[src/rtl/cvt_irq_pkg.sv]
package cvt_irq_pkg;

    localparam int WORD_W = 16;

    // control bit positions
    localparam int CB_CHAN_U   = 3;
    localparam int CB_CHAN_AUX = 4;
    localparam int CB_DIV2     = 5;
    localparam int CB_XF_IE    = 6;
    localparam int CB_ADC_IE   = 7;
    localparam int CB_LEVEL    = 8;

    // status bit positions
    localparam int SB_ADC = 0;
    localparam int SB_XF  = 1;
    localparam int SB_ROT = 4;
    localparam int SB_ANY = 11;

    // writable control bits: CB_CHAN_U .. CB_LEVEL
    localparam logic [WORD_W-1:0] CTRL_MASK =
        WORD_W'(((1 << (CB_LEVEL + 1)) - 1) & ~((1 << CB_CHAN_U) - 1));

    typedef enum logic {
        SEL_CTRL = 1'b0,
        SEL_STAT = 1'b1
    } reg_sel_e;

    typedef struct packed {
        logic level;
        logic adc_ie;
        logic xf_ie;
        logic div2;
        logic chan_aux;
        logic chan_u;
    } ctrl_t;

    typedef struct packed {
        logic any;
        logic rot;
        logic xf;
        logic adc;
    } stat_t;

    function automatic ctrl_t ctrl_decode(input logic [WORD_W-1:0] w);
        ctrl_t c;
        c.level    = w[CB_LEVEL];
        c.adc_ie   = w[CB_ADC_IE];
        c.xf_ie    = w[CB_XF_IE];
        c.div2     = w[CB_DIV2];
        c.chan_aux = w[CB_CHAN_AUX];
        c.chan_u   = w[CB_CHAN_U];
        return c;
    endfunction

    function automatic logic [WORD_W-1:0] stat_encode(input stat_t s);
        logic [WORD_W-1:0] w;
        w         = '0;
        w[SB_ADC] = s.adc;
        w[SB_XF]  = s.xf;
        w[SB_ROT] = s.rot;
        w[SB_ANY] = s.any;
        return w;
    endfunction

endpackage

[src/rtl/cvt_ctrl_reg.sv]
module cvt_ctrl_reg
    import cvt_irq_pkg::*;
(
    input  logic              clk,
    input  logic              rst,
    input  logic              wr_stb,
    input  logic [WORD_W-1:0] wdata,
    output logic [WORD_W-1:0] ctrl_word,
    output ctrl_t             ctrl
);

    always_ff @(posedge clk) begin
        if (rst)
            ctrl_word <= '0;
        else if (wr_stb)
            ctrl_word <= wdata & CTRL_MASK;
    end

    assign ctrl = ctrl_decode(ctrl_word);

    // control word only changes on a control write
    assert_ctrl_hold_R2: assert property (@(posedge clk) disable iff (rst)
        !wr_stb |=> $stable(ctrl_word));

endmodule

[src/rtl/cvt_stat_flags.sv]
module cvt_stat_flags
    import cvt_irq_pkg::*;
(
    input  logic  clk,
    input  logic  rst,
    input  logic  adc_done,
    input  logic  xform_done,
    input  logic  xform_start,
    input  logic  stat_rd,
    input  logic  adc_ie,
    input  logic  xf_ie,
    output stat_t flags,
    output logic  any_hit
);

    logic adc_hit;
    logic xf_hit;

    assign adc_hit = adc_done & adc_ie;
    assign xf_hit  = xform_done & xf_ie;
    assign any_hit = adc_hit | xf_hit;

    always_ff @(posedge clk) begin
        if (rst) begin
            flags <= '0;
        end else begin
            // a set in the read cycle wins over the clear
            flags.adc <= (flags.adc & ~stat_rd) | adc_hit;
            flags.xf  <= (flags.xf  & ~stat_rd) | xf_hit;
            flags.any <= (flags.any & ~stat_rd) | any_hit;
            if (xform_done)
                flags.rot <= 1'b1;
            else if (xform_start)
                flags.rot <= 1'b0;
        end
    end

    assert_adc_set_R3: assert property (@(posedge clk) disable iff (rst)
        adc_hit |=> flags.adc);
    assert_adc_gate_R3: assert property (@(posedge clk) disable iff (rst)
        (adc_done && !adc_ie && !flags.adc) |=> !flags.adc);
    assert_xf_set_R4: assert property (@(posedge clk) disable iff (rst)
        xf_hit |=> flags.xf);
    assert_any_set_R5: assert property (@(posedge clk) disable iff (rst)
        (adc_done || xform_done) && any_hit |=> flags.any);
    assert_read_clear_R6: assert property (@(posedge clk) disable iff (rst)
        (stat_rd && !adc_done && !xform_done) |=> (!flags.adc && !flags.xf && !flags.any));
    assert_read_keeps_rot_R6: assert property (@(posedge clk) disable iff (rst)
        (stat_rd && !xform_done && !xform_start) |=> $stable(flags.rot));
    assert_set_wins_R7: assert property (@(posedge clk) disable iff (rst)
        (stat_rd && adc_hit) |=> (flags.adc && flags.any));
    assert_rot_set_R10: assert property (@(posedge clk) disable iff (rst)
        xform_done |=> flags.rot);
    assert_rot_clear_R10: assert property (@(posedge clk) disable iff (rst)
        (xform_start && !xform_done) |=> !flags.rot);

endmodule

[src/rtl/cvt_irq_drive.sv]
module cvt_irq_drive (
    input  logic clk,
    input  logic rst,
    input  logic any_hit,
    input  logic stat_rd,
    input  logic level_mode,
    output logic irq_n
);

    logic irq_low_q;

    always_ff @(posedge clk) begin
        if (rst)
            irq_low_q <= 1'b0;
        else if (level_mode)
            irq_low_q <= (irq_low_q & ~stat_rd) | any_hit;
        else
            irq_low_q <= any_hit;
    end

    assign irq_n = ~irq_low_q;

    assert_irq_fire_R8: assert property (@(posedge clk) disable iff (rst)
        any_hit |=> !irq_n);
    assert_pulse_end_R8: assert property (@(posedge clk) disable iff (rst)
        (!level_mode && !any_hit) |=> irq_n);
    assert_level_hold_R9: assert property (@(posedge clk) disable iff (rst)
        (level_mode && !irq_n && !stat_rd) |=> !irq_n);
    assert_level_release_R9: assert property (@(posedge clk) disable iff (rst)
        (level_mode && stat_rd && !any_hit) |=> irq_n);

endmodule

[src/rtl/cvt_clk_half.sv]
module cvt_clk_half (
    input  logic clk,
    input  logic rst,
    input  logic div2,
    output logic sys_clk_en
);

    logic phase_q;

    always_ff @(posedge clk) begin
        if (rst)
            phase_q <= 1'b1;
        else if (div2)
            phase_q <= ~phase_q;
        else
            phase_q <= 1'b1;
    end

    assign sys_clk_en = div2 ? phase_q : 1'b1;

    assert_full_rate_R11: assert property (@(posedge clk) disable iff (rst)
        !div2 |-> sys_clk_en);
    assert_half_rate_R11: assert property (@(posedge clk) disable iff (rst)
        (div2 && sys_clk_en) |=> (!sys_clk_en || !div2));

endmodule

[src/rtl/cvt_irq_hub.sv]
module cvt_irq_hub
    import cvt_irq_pkg::*;
(
    input  logic              clk,
    input  logic              rst,
    input  logic              bus_wr,
    input  logic              bus_rd,
    input  logic              bus_sel,
    input  logic [WORD_W-1:0] bus_wdata,
    output logic [WORD_W-1:0] bus_rdata,
    input  logic              adc_done,
    input  logic              xform_done,
    input  logic              xform_start,
    output logic              irq_n,
    output logic              sys_clk_en,
    output logic              chan_u_en,
    output logic              chan_aux_en
);

    logic              ctrl_wr;
    logic              stat_rd;
    logic [WORD_W-1:0] ctrl_word;
    logic [WORD_W-1:0] stat_word;
    ctrl_t             ctrl;
    stat_t             flags;
    logic              any_hit;

    assign ctrl_wr = bus_wr & (bus_sel == SEL_CTRL);
    assign stat_rd = bus_rd & (bus_sel == SEL_STAT);

    cvt_ctrl_reg u_ctrl (
        .clk       (clk),
        .rst       (rst),
        .wr_stb    (ctrl_wr),
        .wdata     (bus_wdata),
        .ctrl_word (ctrl_word),
        .ctrl      (ctrl)
    );

    cvt_stat_flags u_stat (
        .clk         (clk),
        .rst         (rst),
        .adc_done    (adc_done),
        .xform_done  (xform_done),
        .xform_start (xform_start),
        .stat_rd     (stat_rd),
        .adc_ie      (ctrl.adc_ie),
        .xf_ie       (ctrl.xf_ie),
        .flags       (flags),
        .any_hit     (any_hit)
    );

    cvt_irq_drive u_irq (
        .clk        (clk),
        .rst        (rst),
        .any_hit    (any_hit),
        .stat_rd    (stat_rd),
        .level_mode (ctrl.level),
        .irq_n      (irq_n)
    );

    cvt_clk_half u_clk (
        .clk        (clk),
        .rst        (rst),
        .div2       (ctrl.div2),
        .sys_clk_en (sys_clk_en)
    );

    assign stat_word   = stat_encode(flags);
    assign bus_rdata   = (bus_sel == SEL_STAT) ? stat_word : ctrl_word;
    assign chan_u_en   = ctrl.chan_u;
    assign chan_aux_en = ctrl.chan_aux;

    // disabled strobes never pull the request line
    assert_no_spurious_R12: assert property (@(posedge clk) disable iff (rst)
        (irq_n && !ctrl.level && !(adc_done && ctrl.adc_ie) && !(xform_done && ctrl.xf_ie)) |=> irq_n);

endmodule

[config.mk]
export PLATFORM = sky130hd
export DESIGN_NAME = cvt_irq_hub
export DESIGN_NICKNAME = d
export VERILOG_FILES = /design/src/rtl/cvt_irq_pkg.sv /design/src/rtl/cvt_ctrl_reg.sv /design/src/rtl/cvt_stat_flags.sv /design/src/rtl/cvt_irq_drive.sv /design/src/rtl/cvt_clk_half.sv /design/src/rtl/cvt_irq_hub.sv
export SDC_FILE = /design/constraint.sdc
export NUM_CORES = 1
export LEC_CHECK = 0
export BUFFER_PORTS_ARGS = -buffer_cell sky130_fd_sc_hd__buf_4
export CORE_MARGIN = 1
export CORE_UTILIZATION = 41
export CTS_BUF_LIST = sky130_fd_sc_hd__clkbuf_8 sky130_fd_sc_hd__clkbuf_16
export DETAILED_ROUTE_END_ITERATION = 7
export PLACE_DENSITY = 0.77
export SLEW_MARGIN = 15
export SYNTH_ARGS = -nofsm -noshare
export SYNTH_HDL_FRONTEND = slang
export SYNTH_HIERARCHICAL = 1
export SYNTH_SLANG_ARGS = --single-unit
[constraint.sdc]
create_clock -name clk -period 1.31 [get_ports clk]
set_input_delay 0.262 -clock clk [delete_from_list [all_inputs] [get_ports clk]]
set_output_delay 0.262 -clock clk [all_outputs]
set_load 0.05 [all_outputs]
==> results.txt <==
Least-Margin Pin Slew - 948 ps
count of different cell masters after synthesis - 15
Reg clk slew, reported paths - 50 ps
Worst path slowest cell - dfxtp_1
Clock Root Buffer - clkbuf_8
final total power - 0.00104 W
worst r2r src - u_ctrl/ctrl_word[7]
CP endpoint kind - output pin
Filler cells - 158
clock latency on the worst-skew pair - 240 ps
most frequent cells in the layout - 28 x buf_4, 12 x nor2b_1, 12 x dfxtp_1, 10 x conb_1
status - finished, final reports clean
gp weighted congestion - 0.701
H-tree depth - 1
crit-path max cell delay - 320 ps
Die Y-Extent - 44 microns
vias per inst - 4.30
Nets - 127
most common cell after layout, fill and taps aside - buf_4
Fin. Hold Viols - 0
CTS Buffer Depth - 2
hold_buf cts - 0
worst relative slew slack - 36.7%
Power per Cell Area - 1160 nW/um^2
CTS tree - built
row count - 14
Worst EP arrival - 1000 ps
critical path data required time - 1050 ps
CTS buffer count - 3
post-route clock period utilization - 96.4%
final wirelength - 1.26 mm
crit path cell chain - mux2_4 -> buf_4
Finished Layout Cells - 118
RSZ-0062 raised after global routing - false
leak pwr - 0.426 nW
Area Growth Syn to Fin - 23.9%
Placement Setup Slack - 96.9 ps
HP Class - in -> reg
hold slack - 256 ps
Finish-stage setup viols - 0
TNS Setup - 0 ps
CP startpoint - u_ctrl/ctrl_word[4]
Max Fclk - 792 MHz
Starting DRT DRC Count - 6
DR pass1 iterations - 5
Seq/Total Area, Yosys - 33.2%
YS warnings - 6
Routed Antenna Nets - 0
Worst Min Path Start - bus_wdata[8]
clk sink count - 12
Setup crit start kind - flip-flop
layout cells sized above 1 - 36.3%
Vias - 507
Syn Inst Count - 80
DIE WIDTH - 44 microns
synthesized flop and latch total - 12
critical path peak fanout - 3
total die area - 1940 sq um
aggregate global-route resource usage - 12.9%
clk_skew - 1.96 ps
largest net degree at the start of global routing - 13
Starting Density - 45.9%
IO Count - 44
fin. max-slew vios - 0
vias in the first global route - 448
CP top delay family - flip-flops
Antenna diodes - 0
Placeable Area - 1580 sq um
Buf/Inv on CP - 1
Mean Syn Cell Area - 9.04 sq um
cts repair resizes - 0
WL per Instance - 10.7 microns
crit path time final - 1260 ps
Post-CTS Setup Repair Bufs - 0
Post-route DRC - 0
number of antenna violations at the first check in global routing - 0
total grt overflow - 0
Post-DP HPWL - 921 microns
I/O Buffers - 26
first-pass GRT wire length - 1.80 mm
Max-Cap Viols - 0
critical path type - reg -> out
Cell Area, Synth - 723 sq um
Final WS setup - 47.7 ps
dpl cells - 114
peak supply drop - 0.000961 V
-- tightest hold or removal path, delay by kind of cell --
kind | cells | cell delay [ps]
muxes | 1 | 50
and+or+nand+nor | 1 | 70
buffers and inverters | 1 | 70
-- area by class of cell --
class	instances	area (sq um)	area share (%)
clock buffers	4	55.1	6.15
inverters	3	11.3	1.26
multi-input cells	55	359	40.1
flip-flops and latches	12	240	26.8
well taps	16	20.0	2.23
repair buffers	28	210	23.5
-- power breakdown --
part | switching [W] | total, W | internal [W]
clock network | 0.000132 | 0.000397 | 0.000265
logic | 0.000156 | 0.000247 | 0.0000913
registers | 0.0000101 | 0.000392 | 0.000382
total | 0.000298 | 0.00104 | 0.000739
-- cell usage after synthesis (all sizes together) --
cell    instances  area (sq um)
dfxtp          12           240
nor2            6          22.5
buf            19           154
a21oi           4          20.0
nand3b          2          15.0
inv             3          11.3
nand2           3          11.3
conb            1          3.75
nand2b          5          31.3
nor2b          13          81.3
mux2i           6          60.1
mux2            4          60.1
and2            1          6.26
a31oi           1          6.26
-- metal layers --
metal	up-vias	track usage, %	wire length, microns
met5	-	0	0
met4	0	3.64	0
met3	0	6.25	63
met2	17	21.5	614
met1	221	14.5	581
li1	269	-	-
-- cells by family after synthesis --
group	share of synthesized area [%]
muxes	16.6
AOI/OAI and AO/OA	3.63
and+or+nand+nor	23.2
buffers and inverters	22.8
other	0.519
DFF	33.2
-- flip-flops by register name (all words and copies together), names as in the netlist --
signal and cells:
u_clk/phase_q 1, u_ctrl/ctrl_word 6, u_irq/irq_low_q 1, u_stat/flags 4
-- final timing paths --
check,slack (ps),to,depth (start not counted)
hold reg to reg,410,u_clk/phase_q,1
hold / removal,260,u_ctrl/ctrl_word[8],3
setup reg to reg,590,u_irq/irq_low_q,4
setup / recovery,50,bus_rdata[4],2
-- through the flow --
step	area [sq um]	utilization (%)
4_1_cts	896	56.8
5_1_grt	896	56.8
3_3_place_gp	841	53.3
3_5_place_dp	841	53.3
2_1_floorplan	764	-
6_report	896	56.8
No activity file was read; power rests on OpenSTA's default activity.
